[src/rtl/pp_pkg.sv]
package pp_pkg;
    typedef enum logic {
        S_EMPTY = 1'b0,
        S_EMIT  = 1'b1
    } pp_state_e;
endpackage

[src/rtl/pp_pos_counter.sv]
// Mask position tracker: returns the index for the current triple and
// advances it on acceptance, wrapping at the selected period.
module pp_pos_counter #(
    parameter int MAX_PERIOD   = 16,
    parameter int SHORT_PERIOD = 8,
    localparam int PW = $clog2(MAX_PERIOD)
) (
    input  logic          clk,
    input  logic          rst_n,
    input  logic          advance,
    input  logic          restart,
    input  logic          long_sel,
    output logic [PW-1:0] idx,
    output logic [PW-1:0] pos_q
);
    logic [PW-1:0] last_idx;

    assign last_idx = long_sel ? PW'(MAX_PERIOD - 1) : PW'(SHORT_PERIOD - 1);
    assign idx      = restart ? '0 : pos_q;

    always_ff @(posedge clk) begin
        if (!rst_n) begin
            pos_q <= '0;
        end else if (advance) begin
            if (idx >= last_idx) pos_q <= '0;
            else                 pos_q <= idx + PW'(1);
        end
    end
endmodule

[src/rtl/pp_mask_pick.sv]
// Builds the keep vector of one position: lane 0 systematic, lanes 1..NPAR parity.
module pp_mask_pick #(
    parameter int MAX_PERIOD = 16,
    parameter int NPAR       = 2,
    localparam int PW    = $clog2(MAX_PERIOD),
    localparam int NBITS = NPAR + 1
) (
    input  logic [MAX_PERIOD-1:0] data_mask,
    input  logic [MAX_PERIOD-1:0] par_mask,
    input  logic [PW-1:0]         idx,
    output logic [NBITS-1:0]      keep
);
    assign keep[0] = data_mask[idx];

    generate
        for (genvar g = 1; g < NBITS; g++) begin : g_par_lane
            assign keep[g] = par_mask[idx];
        end
    endgenerate
endmodule

[src/rtl/periodic_puncturer.sv]
module periodic_puncturer #(
    parameter int MAX_PERIOD   = 16,
    parameter int SHORT_PERIOD = 8,
    parameter int NPAR         = 2,
    localparam int PW    = $clog2(MAX_PERIOD),
    localparam int NBITS = NPAR + 1,
    localparam int SW    = $clog2(NBITS)
) (
    input  logic                  clk,
    input  logic                  rst_n,
    input  logic                  long_sel,
    input  logic [MAX_PERIOD-1:0] data_mask,
    input  logic [MAX_PERIOD-1:0] par_mask,
    input  logic                  in_valid,
    output logic                  in_ready,
    input  logic                  in_frame_start,
    input  logic                  in_sys,
    input  logic [NPAR-1:0]       in_par,
    output logic                  out_valid,
    input  logic                  out_ready,
    output logic                  out_bit
);
    import pp_pkg::*;

    pp_state_e        state_q, state_d;
    logic [NBITS-1:0] bits_q;
    logic [NBITS-1:0] keep_q;
    logic [NBITS-1:0] keep_new;
    logic [PW-1:0]    pos_idx;
    logic [PW-1:0]    pos_q;
    logic [SW-1:0]    sel;
    logic             accept;
    logic             take;
    logic             last_one;

    pp_pos_counter #(
        .MAX_PERIOD  (MAX_PERIOD),
        .SHORT_PERIOD(SHORT_PERIOD)
    ) u_pos (
        .clk     (clk),
        .rst_n   (rst_n),
        .advance (accept),
        .restart (in_frame_start),
        .long_sel(long_sel),
        .idx     (pos_idx),
        .pos_q   (pos_q)
    );

    pp_mask_pick #(
        .MAX_PERIOD(MAX_PERIOD),
        .NPAR      (NPAR)
    ) u_pick (
        .data_mask(data_mask),
        .par_mask (par_mask),
        .idx      (pos_idx),
        .keep     (keep_new)
    );

    // lowest pending lane goes out first: systematic, then parity in order
    always_comb begin
        sel = '0;
        for (int i = NBITS - 1; i >= 0; i--) begin
            if (keep_q[i]) sel = SW'(i);
        end
    end

    assign last_one = ($countones(keep_q) == 1);

    // state register
    always_ff @(posedge clk) begin
        if (!rst_n) state_q <= S_EMPTY;
        else        state_q <= state_d;
    end

    // next state and outputs
    always_comb begin
        state_d   = state_q;
        out_valid = 1'b0;
        in_ready  = 1'b0;
        take      = 1'b0;
        unique case (state_q)
            S_EMPTY: begin
                in_ready = 1'b1;
                if (in_valid && (|keep_new)) state_d = S_EMIT;      // T_FILL
                // otherwise T_SKIP or idle
            end
            S_EMIT: begin
                out_valid = 1'b1;
                take      = out_ready;
                if (out_ready && last_one) begin
                    in_ready = 1'b1;
                    if (in_valid && (|keep_new)) state_d = S_EMIT;  // T_CHAIN
                    else                         state_d = S_EMPTY; // T_DRAIN
                end
            end
            default: state_d = S_EMPTY;
        endcase
    end

    assign accept  = in_valid && in_ready;
    assign out_bit = bits_q[sel];

    // holding stage
    always_ff @(posedge clk) begin
        if (!rst_n) begin
            bits_q <= '0;
            keep_q <= '0;
        end else if (accept) begin
            bits_q <= {in_par, in_sys};
            keep_q <= keep_new;
        end else if (take) begin
            keep_q <= keep_q & (keep_q - NBITS'(1));
        end
    end
endmodule

[config.mk]
export PLATFORM = sky130hd
export DESIGN_NAME = periodic_puncturer
export DESIGN_NICKNAME = d
export VERILOG_FILES = /design/src/rtl/pp_pkg.sv /design/src/rtl/pp_pos_counter.sv /design/src/rtl/pp_mask_pick.sv /design/src/rtl/periodic_puncturer.sv
export SDC_FILE = /design/constraint.sdc
export NUM_CORES = 1
export LEC_CHECK = 0
export BUFFER_PORTS_ARGS = -buffer_cell sky130_fd_sc_hd__buf_2
export CORE_MARGIN = 3
export CORE_UTILIZATION = 50
export DETAILED_ROUTE_END_ITERATION = 12
export PLACE_DENSITY = 0.87
export RECOVER_POWER = 50
export SETUP_SLACK_MARGIN = 0.1
export SYNTH_ARGS = -nofsm -noshare
export SYNTH_HDL_FRONTEND = slang
export SYNTH_SLANG_ARGS = --single-unit
[constraint.sdc]
create_clock -name clk -period 6.3 [get_ports clk]
set_clock_uncertainty 0.2 [all_clocks]
set_input_delay 1.26 -clock clk [delete_from_list [all_inputs] [get_ports clk]]
set_output_delay 1.26 -clock clk [all_outputs]
set_load 0.02 [all_outputs]
==> flow_summary_export.csv <==
group,metric,value,unit
die,core-area,1800,um^2
clock_tree,htreeDepth,1,
layout,fillers,168,
detailed_routing,ant_nets,0,
synthesis,synth-seq-cells,11,
power,leakage,0.000526,uW
setup_path,worst_setup_path_start_kind,"input pin",
sta,setup_viol,0,
detailed_routing,totalWireLength,2500,um
job,max-cap-violations,0,
clock_tree,cts_tree,"built",
detailed_routing,wl_per_cell,13.4,um
worst_hold_path,holdPathStages,2,
setup_path,critPathArrivalTime,3.36,ns
clock_tree,cts_hold_buf,0,
synthesis,synth_ff_type,"dfxtp_1",
layout,final_cell_mix,"41 x buf_2, 15 x nand2_1, 11 x dfxtp_1",
setup_path,rrSetupSlack,3.65,ns
setup_path,crit_chain,"clkbuf_1 -> nand2b_1 -> clkinvlp_2 -> ha_1 -> a31oi_1 -> nand4_1 -> nor3_1 -> o21a_1",
clock_tree,cts_sinks,11,
placed_design,dp_slack,3.10,ns
global_route,antenna_found_initial,0,
detailed_routing,remaining_drc_errors,0,
global_route,grt_max_degree,16,
synthesis,syn_area,993,um^2
sta,max_clock_freq,299,MHz
worst_hold_path,min_path_type,"register to register",
layout,layout_commonest_cell,"buf_2",
detailed_routing,vias,1047,
power,ir_worst_vdd,146,uV
layout,instances_no_fill,187,
die,dieHeight,50.6,um
layout,insertedDiodeCount,0,
setup_path,worstSetupEndpointType,"register",
die,ios,44,
detailed_routing,drtIter0Drc,31,
sta,worstMarginPinSlew,0.634,ns
clock_tree,cts_buffer_depth,2,
outcome,outcome,"complete, no violations",
clock_tree,root_buffer,"clkbuf_4",
setup_path,cp_top_family,"buffers and inverters",
synthesis,synth_edf_count,0,
placed_design,place_area,1170,um^2
synthesis,postSynth.asyncResetShare,0,%
clock_tree,cts_inserted_buffers,3,
die,initial_utilization,55.1,%
layout,drive_gt1_share,32.7,%
placed_design,io_buffers,43,
sta,slew_headroom,57.7,%
sta,min_period,3.34,ns
synthesis,synth_nets,168,
die,fp-row-count,15,
worst_hold_path,min_from,"bits_q[2]",
sta,hold-worst-slack,0.273,ns
detailed_routing,via_per_inst,5.60,
setup_path,cp_slowest_stage_delay,0.36,ns
global_route,grt_pass1_vias,967,
die,dieArea,2560,um^2
die,die_w,50.6,um
clock_tree,post_cts_buffers,0,
layout,regArea,220,um^2
synthesis,ys_types,44,
setup_path,worstPathMaxFanout,9,
placed_design,place_hpwl,2010,um
synthesis,netlist_instances,124,
synthesis,yosysWarnings,0,
global_route,grt_pass1_wl,4280,um
placed_design,place_congestion,0.901,
synthesis,ys_seq_area_share,22.2,%
layout,area_delta_synth_final,18.5,%
clock_tree,clock_latency,0.27,ns
global_route,grtUsageTotal,21.6,%
setup_path,crit_buf_inv,2,
sta,tns,0,ns
setup_path,crit_type,"input pin to register",
sta,period_share,53.0,%
layout,fin_area,1180,um^2
setup_path,cp_slowest_cell,"clkinvlp_2",
sta,rsz0062_at_grt,"false",
layout,finalNetCount,207,
worst_hold_path,min_to,"bits_q[2]",
detailed_routing,dr.pass1.iters,4,
setup_path,cp.required,6.32,ns
layout,multi_input_area,648,um^2
setup_path,r2r_start,"u_pos.pos_q[0]",
placed_design,dp_cells,183,
synthesis,syn_avg_cell_area,8.01,um^2
clock_tree,post_cts_resized,0,
clock_tree,clk_pin_slew,0.07,ns
global_route,grt-ovfl-total,0,
setup_path,r2r-end,"keep_q[2]",
power,power_density,159,nW/um^2
sta,setup_slack,2.96,ns
setup_path,reg2reg_depth,7,
sta,hold_viol,0,
sta,finalMaxSlewViolations,0,
[registers in the layout (all words and copies together), names as in the netlist]
name,flops
keep_q,3
bits_q,3
u_pos.pos_q,4
state_q,1
[power by group]
group          internal [uW]  switching, uW  total (uW)
clock network           24.5           23.6        48.1
registers               74.3           7.13        81.4
logic                   29.5           28.7        58.2
total                    128           59.3         188
[cell usage after synthesis, types with 2 or more instances]
library cell	instances	area share, %
nand2_1	15	5.7
dfxtp_1	11	22
a21oi_1	10	5.0
o21ai_0	10	5.0
inv_1	9	3.4
mux2i_1	7	7.1
a21boi_0	5	3.8
clkbuf_1	4	1.5
nor2_1	4	1.5
nor2b_1	4	2.5
buf_6	3	3.4
a21boi_2	2	2.3
a221oi_1	2	1.8
a31oi_1	2	1.3
and2_1	2	1.3
and3_1	2	1.3
ha_1	2	2.5
mux2_2	2	2.3
nand3_1	2	1.0
o211ai_1	2	1.5
[metrics by stage]
stage,power [uW],util (%)
2_1_floorplan,125,-
3_3_place_gp,140,65.1
3_5_place_dp,143,65.1
4_1_cts,191,66.5
5_1_grt,201,65.3
6_report,188,65.3
[worst reg2reg max path, cell delays in order (launching register included)]
cell	delay, ns
dfxtp_1	0.73
nand2b_1	0.31
clkinvlp_2	0.31
nand2_2	0.07
a311o_1	0.31
a32o_1	0.29
or2_4	0.25
a21boi_2	0.12
[kinds of logic after synthesis]
family                     Yosys count  synth area share, %
adders and majority gates            3                 4.53
AOI/OAI and AO/OA                   42                 28.5
xor gates and xnor gates             1                0.882
DFF                                 11                 22.2
buffers and inverters               19                 11.8
muxes                               10                 12.0
and+or+nand+nor                     38                 20.2
[metal layers]
layer | global-route usage [%] | wire [um]
met1 | 27.0 | 940
met2 | 37.6 | 1320
met3 | 4.45 | 181
met4 | 5.38 | 63
met5 | 0 | 0
[area by class of cell]
cell class | count | area share, %
Timing Repair Buffer | 43 | 18.1
Tap cell | 25 | 2.66
Clock buffer | 4 | 2.23
Multi-Input combinational cell | 94 | 55.0
Sequential cell | 11 | 18.7
Inverter | 10 | 3.29
[how the worst max path moves through the flow]
stage / from / slack (ns) / depth (start not counted) / end
finish: in_frame_start / 2.96 / 8 / u_pos.pos_q[3]
global route: in_frame_start / 2.75 / 8 / u_pos.pos_q[3]
CTS: out_ready / 3.10 / 4 / in_ready
detailed placement: out_ready / 3.10 / 4 / in_ready
global placement: out_ready / 3.12 / 4 / in_ready
floorplan: out_ready / 3.30 / 2 / in_ready
Power figures use the tool's default switching activity.
